$ cat src/rtl/booth_mul_pkg.sv
`timescale 1ns/1ps
package booth_mul_pkg;

   // Control states of the iteration sequencer
   typedef enum logic {
      ST_IDLE = 1'b0,
      ST_RUN  = 1'b1
   } booth_state_e;

   // Action selected by the bit-pair recoder
   typedef enum logic [1:0] {
      OP_NONE = 2'b00,
      OP_ADD  = 2'b01,
      OP_SUB  = 2'b10
   } booth_op_e;

   // Adder implementation variants
   localparam int ADD_INV_CARRY = 0;  // invert operand, carry-in of one
   localparam int ADD_NEG_MUX   = 1;  // precomputed negation, operand mux

endpackage

$ cat src/rtl/booth_ctrl.sv
`timescale 1ns/1ps
module booth_ctrl
   import booth_mul_pkg::*;
#(
   parameter int WIDTH = 32
) (
   input  logic clk,
   input  logic rst_n,
   input  logic start_i,
   output logic load_o,
   output logic step_o,
   output logic busy_o,
   output logic done_o
);

   localparam int CNT_W = (WIDTH > 2) ? $clog2(WIDTH) : 1;
   localparam logic [CNT_W-1:0] LAST_STEP = CNT_W'(WIDTH - 1);

   booth_state_e     state_q;
   logic [CNT_W-1:0] cnt_q;
   logic             done_q;
   logic             last_step;

   assign last_step = (cnt_q == LAST_STEP);
   assign load_o    = start_i && (state_q == ST_IDLE);
   assign step_o    = (state_q == ST_RUN);
   assign busy_o    = step_o;
   assign done_o    = done_q;

   always_ff @(posedge clk or negedge rst_n) begin
      if (!rst_n) begin
         state_q <= ST_IDLE;
         cnt_q   <= '0;
         done_q  <= 1'b0;
      end else begin
         done_q <= 1'b0;
         unique case (state_q)
            ST_IDLE: begin
               if (start_i) begin
                  state_q <= ST_RUN;
                  cnt_q   <= '0;
               end
            end
            ST_RUN: begin
               if (last_step) begin
                  state_q <= ST_IDLE;
                  done_q  <= 1'b1;
               end else begin
                  cnt_q <= cnt_q + 1'b1;
               end
            end
            default: state_q <= ST_IDLE;
         endcase
      end
   end

   // steps advance one per clock until the last one
   assert_step_advance_R5: assert property (@(posedge clk) disable iff (!rst_n)
      (step_o && !last_step) |=> (step_o && cnt_q == $past(cnt_q) + 1'b1));

   // completion only follows a running step
   assert_done_after_run_R5: assert property (@(posedge clk) disable iff (!rst_n)
      $rose(done_o) |-> $past(step_o));

   // completion is a single-cycle pulse
   assert_done_pulse_R6: assert property (@(posedge clk) disable iff (!rst_n)
      done_o |=> !done_o);

   // a start while running does not reset the step count
   assert_busy_start_ignored_R8: assert property (@(posedge clk) disable iff (!rst_n)
      (step_o && start_i && !last_step) |=> (cnt_q != '0));

endmodule

$ cat src/rtl/booth_recode.sv
`timescale 1ns/1ps
module booth_recode
   import booth_mul_pkg::*;
(
   input  logic      cur_bit_i,
   input  logic      prev_bit_i,
   output booth_op_e op_o
);

   always_comb begin
      unique case ({cur_bit_i, prev_bit_i})
         2'b10:   op_o = OP_SUB;
         2'b01:   op_o = OP_ADD;
         default: op_o = OP_NONE;
      endcase
   end

endmodule

$ cat src/rtl/booth_addsub.sv
`timescale 1ns/1ps
module booth_addsub
   import booth_mul_pkg::*;
#(
   parameter int WIDTH    = 32,
   parameter int ADD_IMPL = ADD_INV_CARRY
) (
   input  logic [WIDTH-1:0] acc_i,
   input  logic [WIDTH-1:0] mcand_i,
   input  booth_op_e        op_i,
   output logic [WIDTH:0]   sum_o
);

   localparam int EXT_W = WIDTH + 1;

   logic [EXT_W-1:0] acc_ext;
   logic [EXT_W-1:0] mc_ext;

   assign acc_ext = {acc_i[WIDTH-1], acc_i};
   assign mc_ext  = {mcand_i[WIDTH-1], mcand_i};

   generate
      if (ADD_IMPL == ADD_INV_CARRY) begin : g_inv_carry
         logic             do_sub;
         logic [EXT_W-1:0] operand;
         assign do_sub  = (op_i == OP_SUB);
         assign operand = (op_i == OP_NONE) ? '0 : mc_ext;
         assign sum_o   = acc_ext + (operand ^ {EXT_W{do_sub}}) + EXT_W'(do_sub);
      end else begin : g_neg_mux
         logic [EXT_W-1:0] neg_mc;
         logic [EXT_W-1:0] operand;
         assign neg_mc = ~mc_ext + EXT_W'(1);
         always_comb begin
            unique case (op_i)
               OP_ADD:  operand = mc_ext;
               OP_SUB:  operand = neg_mc;
               default: operand = '0;
            endcase
         end
         assign sum_o = acc_ext + operand;
      end
   endgenerate

endmodule

$ cat src/rtl/booth_datapath.sv
`timescale 1ns/1ps
module booth_datapath
   import booth_mul_pkg::*;
#(
   parameter int WIDTH    = 32,
   parameter int ADD_IMPL = ADD_INV_CARRY
) (
   input  logic             clk,
   input  logic             rst_n,
   input  logic             load_i,
   input  logic             step_i,
   input  logic [WIDTH-1:0] mcand_i,
   input  logic [WIDTH-1:0] mplier_i,
   output logic [WIDTH-1:0] prod_hi_o,
   output logic [WIDTH-1:0] prod_lo_o
);

   logic [WIDTH-1:0] hi_q;
   logic [WIDTH-1:0] lo_q;
   logic [WIDTH-1:0] mcand_q;
   logic             prev_q;
   booth_op_e        op;
   logic [WIDTH:0]   sum;

   booth_recode u_recode (
      .cur_bit_i  (lo_q[0]),
      .prev_bit_i (prev_q),
      .op_o       (op)
   );

   booth_addsub #(
      .WIDTH    (WIDTH),
      .ADD_IMPL (ADD_IMPL)
   ) u_addsub (
      .acc_i   (hi_q),
      .mcand_i (mcand_q),
      .op_i    (op),
      .sum_o   (sum)
   );

   // Extended sum supplies the true sign for the arithmetic shift
   always_ff @(posedge clk or negedge rst_n) begin
      if (!rst_n) begin
         hi_q    <= '0;
         lo_q    <= '0;
         mcand_q <= '0;
         prev_q  <= 1'b0;
      end else if (load_i) begin
         hi_q    <= '0;
         lo_q    <= mplier_i;
         mcand_q <= mcand_i;
         prev_q  <= 1'b0;
      end else if (step_i) begin
         hi_q   <= sum[WIDTH:1];
         lo_q   <= {sum[0], lo_q[WIDTH-1:1]};
         prev_q <= lo_q[0];
      end
   end

   assign prod_hi_o = hi_q;
   assign prod_lo_o = lo_q;

   // load clears the upper half and the flag, places the multiplier low
   assert_load_R1: assert property (@(posedge clk) disable iff (!rst_n)
      load_i |=> (hi_q == '0 && lo_q == $past(mplier_i) && !prev_q
                  && mcand_q == $past(mcand_i)));

   // lower half shifts by one, flag takes the departing bit
   assert_shift_R4: assert property (@(posedge clk) disable iff (!rst_n)
      step_i |=> (lo_q[WIDTH-2:0] == $past(lo_q[WIDTH-1:1]) && prev_q == $past(lo_q[0])));

   // an equal bit pair only shifts the upper half with sign fill
   assert_noop_pair_R2: assert property (@(posedge clk) disable iff (!rst_n)
      (step_i && (lo_q[0] == prev_q)) |=>
         (hi_q == $past({hi_q[WIDTH-1], hi_q[WIDTH-1:1]}) && lo_q[WIDTH-1] == $past(hi_q[0])));

   // accumulator holds when neither loading nor stepping
   assert_hold_R7: assert property (@(posedge clk) disable iff (!rst_n)
      (!load_i && !step_i) |=> ($stable(hi_q) && $stable(lo_q)));

   // the multiplicand cannot change during a run
   assert_mcand_held_R8: assert property (@(posedge clk) disable iff (!rst_n)
      step_i |=> $stable(mcand_q));

endmodule

$ cat src/rtl/booth_seq_mul.sv
`timescale 1ns/1ps
module booth_seq_mul
   import booth_mul_pkg::*;
#(
   parameter int WIDTH    = 32,
   parameter int ADD_IMPL = ADD_INV_CARRY
) (
   input  logic             clk,
   input  logic             rst_n,
   input  logic             start_i,
   input  logic [WIDTH-1:0] mcand_i,
   input  logic [WIDTH-1:0] mplier_i,
   output logic             busy_o,
   output logic             done_o,
   output logic [WIDTH-1:0] prod_hi_o,
   output logic [WIDTH-1:0] prod_lo_o
);

   generate
      if (WIDTH < 2) begin : g_bad_width
         $error("booth_seq_mul: WIDTH must be at least 2");
      end
      if (ADD_IMPL != ADD_INV_CARRY && ADD_IMPL != ADD_NEG_MUX) begin : g_bad_impl
         $error("booth_seq_mul: ADD_IMPL selects an unknown adder variant");
      end
   endgenerate

   logic load;
   logic step;

   booth_ctrl #(
      .WIDTH (WIDTH)
   ) u_ctrl (
      .clk     (clk),
      .rst_n   (rst_n),
      .start_i (start_i),
      .load_o  (load),
      .step_o  (step),
      .busy_o  (busy_o),
      .done_o  (done_o)
   );

   booth_datapath #(
      .WIDTH    (WIDTH),
      .ADD_IMPL (ADD_IMPL)
   ) u_dp (
      .clk       (clk),
      .rst_n     (rst_n),
      .load_i    (load),
      .step_i    (step),
      .mcand_i   (mcand_i),
      .mplier_i  (mplier_i),
      .prod_hi_o (prod_hi_o),
      .prod_lo_o (prod_lo_o)
   );

   // outputs hold through the done cycle into idle
   assert_result_hold_R7: assert property (@(posedge clk) disable iff (!rst_n)
      (done_o && !start_i) |=> ($stable(prod_hi_o) && $stable(prod_lo_o)));

endmodule

$ cat config.mk
export PLATFORM = sky130hd
export DESIGN_NAME = booth_seq_mul
export DESIGN_NICKNAME = d
export VERILOG_FILES = /design/src/rtl/booth_mul_pkg.sv /design/src/rtl/booth_ctrl.sv /design/src/rtl/booth_recode.sv /design/src/rtl/booth_addsub.sv /design/src/rtl/booth_datapath.sv /design/src/rtl/booth_seq_mul.sv
export SDC_FILE = /design/constraint.sdc
export NUM_CORES = 1
export LEC_CHECK = 0
export BUFFER_PORTS_ARGS = -buffer_cell sky130_fd_sc_hd__buf_2
export CAP_MARGIN = 10
export CORE_UTILIZATION = 55
export DETAILED_ROUTE_END_ITERATION = 6
export GPL_TIMING_DRIVEN = 0
export HOLD_SLACK_MARGIN = 0.05
export PLACE_DENSITY = 0.81
export SETUP_SLACK_MARGIN = 0.05
export SLEW_MARGIN = 20
export SYNTH_ARGS = -nofsm -noshare
export SYNTH_HDL_FRONTEND = slang
export SYNTH_SLANG_ARGS = --single-unit
$ cat constraint.sdc
create_clock -name clk -period 6.85 [get_ports clk]
set_input_delay 0.685 -clock clk [delete_from_list [all_inputs] [get_ports clk]]
set_output_delay 0.685 -clock clk [all_outputs]
set_load 0.01 [all_outputs]
==> results.txt <==
Clk_skew - 0.00865 ns
Worst path slowest cell - buf_1
Initial antenna violation count - 0
Clock Sinks - 104
Setup TNS - 0 ns
Drt wl/cell - 16.4 um
CTS Hold Bufs - 0
Synth top area share - 40.7%
Die width - 110 um
Critical path depth - 14
Post-route ant nets - 0
P&R area growth vs syn - 18.9%
Site row count - 38
Reg clk slew, reported paths - 0.07 ns
Total Routing Usage GR - 27.3%
Final setup viols - 0
Layout cells sized above 1 - 22.6%
Final Net Count - 917
Synth warnings - 0
Clock Path Buffers - 2
Core area - 11,100 um^2
#FFs+latches synth - 104
Most area-hungry cell type in the Yosys netlist - dfrtp_1
Status - finished, final reports clean
Most used DFF post-synth - dfrtp_1
I/O Pins - 133
Syn Nets - 774
Placer Congestion - 0.903
Crit-path cells - inv_1 > ha_1 > clkbuf_1 > buf_1 > xnor2_1 > ha_1 > and3_1 > nand4_1 > o21ai_2 > nor3_1 > o41a_1 > o21a_4 > and4_1 > or3_1
Total gr overflow - 0
CP most frequent cell - ha_1
Initial cell density of the core - 57.7%
Worst hold path type - in -> async
Via Count - 5,526
Worst setup SP type - flip-flop
Drt drc - 0
CTS tree - yes
Vias in the first global route - 5,397
Clk root buf - clkbuf_16
Total Routed Length - 15,800 um
Hold slack - 0.213 ns
Mean Syn Cell Area - 9.52 um^2
Period utilization - 59.6%
Area contributors post-synth - dfrtp_1 41%, ha_1 6.9%, xnor2_1 6.0%
Worst R2R Path Depth - 14
Flop2flop setup slack - 2.76 ns
Post-CTS Setup Bufs - 0
Count of cell types in the netlist - 54
Worst R2R End - u_dp.prod_hi_o[26]
Initial DRC Count - 442
Min Clock Period, post-route - 4.09 ns
Max Cap Viol - 0
Max-slew headroom - 46.0%
Die ar. - 12,100 um^2
Largest net degree at the start of global routing - 72
Slowest cell delay on critical path - 0.65 ns
FF-to-FF Start - u_dp.prev_q
Top delay family on crit path - simple AND/OR/NAND/NOR gates
Worst setup path category - reg -> reg
DRT Pass-1 Iters - 6
Ys async rst share - 100%
Max Clk Rate - 245 MHz
Pin slew with the least headroom to its limit - 0.810 ns
Synthesized instance count - 671
CP arrival - 4.32 ns
H-Tree Depth - 3
Cts repair resizes - 0
Max-slew violation count - 0
Num CTS Buffers - 9
Register area share after synthesis - 40.7%
Buffers on Ports - 131
Die height - 110 um
CP Capture Type - flip-flop
Clock Latency Late Sink - 0.36 ns
Vias per cell - 5.75
Crit Path Max Fanout - 10
Final hold violations - 0
First-pass GRT wire length - 25,500 um
Post-Synthesis Cell Area - 6390 um^2
Unrepaired setup endpoints after global routing - false
EDFF count, synth - 0
Buf/Inv on CP - 3
Crit path required time - 7.09 ns
DP HPWL - 11,900 um
==> how the worst max path moves through the flow <==
stage | startpoint | endpoint | slack, ns
final | u_dp.prev_q | u_dp.prod_hi_o[26] | 2.76
after global routing | u_dp.prev_q | u_dp.prod_hi_o[26] | 2.56
after CTS | u_dp.prev_q | u_dp.prod_hi_o[26] | 2.82
after detailed placement | u_dp.prev_q | u_dp.prod_hi_o[26] | 2.82
after global placement | u_dp.prev_q | u_dp.prod_hi_o[26] | 2.88
after floorplan | u_dp.prev_q | u_dp.prod_hi_o[26] | 3.35
==> worst reg2reg max path, stage by stage, from the launching register on <==
cell      delay (ns)
dfrtp_1         0.37
inv_1           0.07
ha_1            0.13
clkbuf_1        0.21
buf_1           0.65
xnor2_1         0.17
ha_1            0.43
and3_1          0.22
nand4_1         0.15
o21ai_2         0.20
nor3_1          0.08
o41a_1          0.51
o21a_4          0.26
and4_1          0.19
or3_1           0.33
==> layout by cell type, fill, tap and decap left out, drive strengths merged, types with 13 or more instances in the layout <==
master	n
mux2	33
o21ai	69
nor2	22
a21o	16
mux2i	35
a21oi	38
buf	140
dfrtp	104
ha	35
xnor2	44
inv	13
nand2b	33
nand2	87
clkbuf	41
==> stage by stage <==
stage	util [%]	std cells	cell area (um^2)	worst slack, ns
2_1_floorplan	-	671	6390	3.35
3_3_place_gp	65.2	942	7220	2.88
3_5_place_dp	65.5	943	7260	2.82
4_1_cts	68.5	959	7590	2.82
5_1_grt	68.5	959	7590	2.56
6_report	68.6	961	7600	2.76
==> layout make-up <==
cell class	instances	area, um^2
Multi-Input combinational cell	514	3580
Fill cell	863	3480
Sequential cell	104	2600
Timing Repair Buffer	132	689
Clock buffer	10	229
Tap cell	140	175
Buffer	39	151
Clock inverter	6	108
Inverter	14	52.6
Antenna cell	2	5.00
==> Yosys cell counts, types with 2 or more instances <==
| cell | n |
|---|---|
| a221oi_1 | 3 |
| o31ai_1 | 4 |
| o21ai_1 | 4 |
| nor2b_1 | 3 |
| nand2b_1 | 33 |
| nor3_1 | 5 |
| mux2_2 | 33 |
| a21oi_1 | 38 |
| o21bai_1 | 7 |
| nand3b_1 | 4 |
| mux2i_1 | 35 |
| or4_1 | 2 |
| nand2_1 | 87 |
| ha_1 | 35 |
| a21o_1 | 16 |
| nand3_1 | 7 |
| nor2_1 | 22 |
| o22ai_1 | 2 |
| o311a_1 | 2 |
| o311ai_0 | 2 |
| a22o_1 | 2 |
| o31a_1 | 2 |
| and3_1 | 5 |
| dfrtp_1 | 104 |
| a31oi_1 | 2 |
| a211o_1 | 2 |
| clkbuf_1 | 31 |
| o21a_1 | 2 |
| or3_1 | 3 |
| nor4_1 | 2 |
| a211oi_1 | 2 |
| o21ai_0 | 64 |
| xor2_1 | 12 |
| nand4_1 | 11 |
| buf_1 | 6 |
| inv_1 | 13 |
| xnor2_1 | 44 |
| o211ai_1 | 4 |
==> per-layer routing <==
| metal | up-vias | part of all wire, % | track usage (%) |
|---|---|---|---|
| li1 | 2654 | - | - |
| met1 | 2656 | 44 | 36.0 |
| met2 | 189 | 48 | 44.8 |
| met3 | 27 | 5.4 | 6.05 |
| met4 | 0 | 1.6 | 8.10 |
| met5 | - | 0 | 0 |
==> sequential cells by signal, summed over array words and instances, names as in the netlist <==
register,cells
u_dp.mcand_q,32
u_dp.prod_hi_o,32
u_dp.prod_lo_o,32
u_ctrl.cnt_q,5
u_ctrl.busy_o,1
u_ctrl.done_o,1
u_dp.prev_q,1
==> cells by family (layout without fill, tap and decap cells) <==
group / after synthesis / count (layout) / share of synthesized area, %
XOR/XNOR: 56 / 56 / 7.67
adder cells (fa/ha/maj): 36 / 36 / 7.17
multiplexers: 68 / 68 / 11.3
flip-flops: 104 / 104 / 40.7
AO/OA/AOI/OAI: 167 / 167 / 16.0
other: 0 / 2 / 0
buffers and inverters: 53 / 201 / 3.19
AND/OR/NAND/NOR: 187 / 187 / 14.0
Power is not shown: default switching activity piles up to over one toggle a cycle in this logic, so the estimate is an artifact.
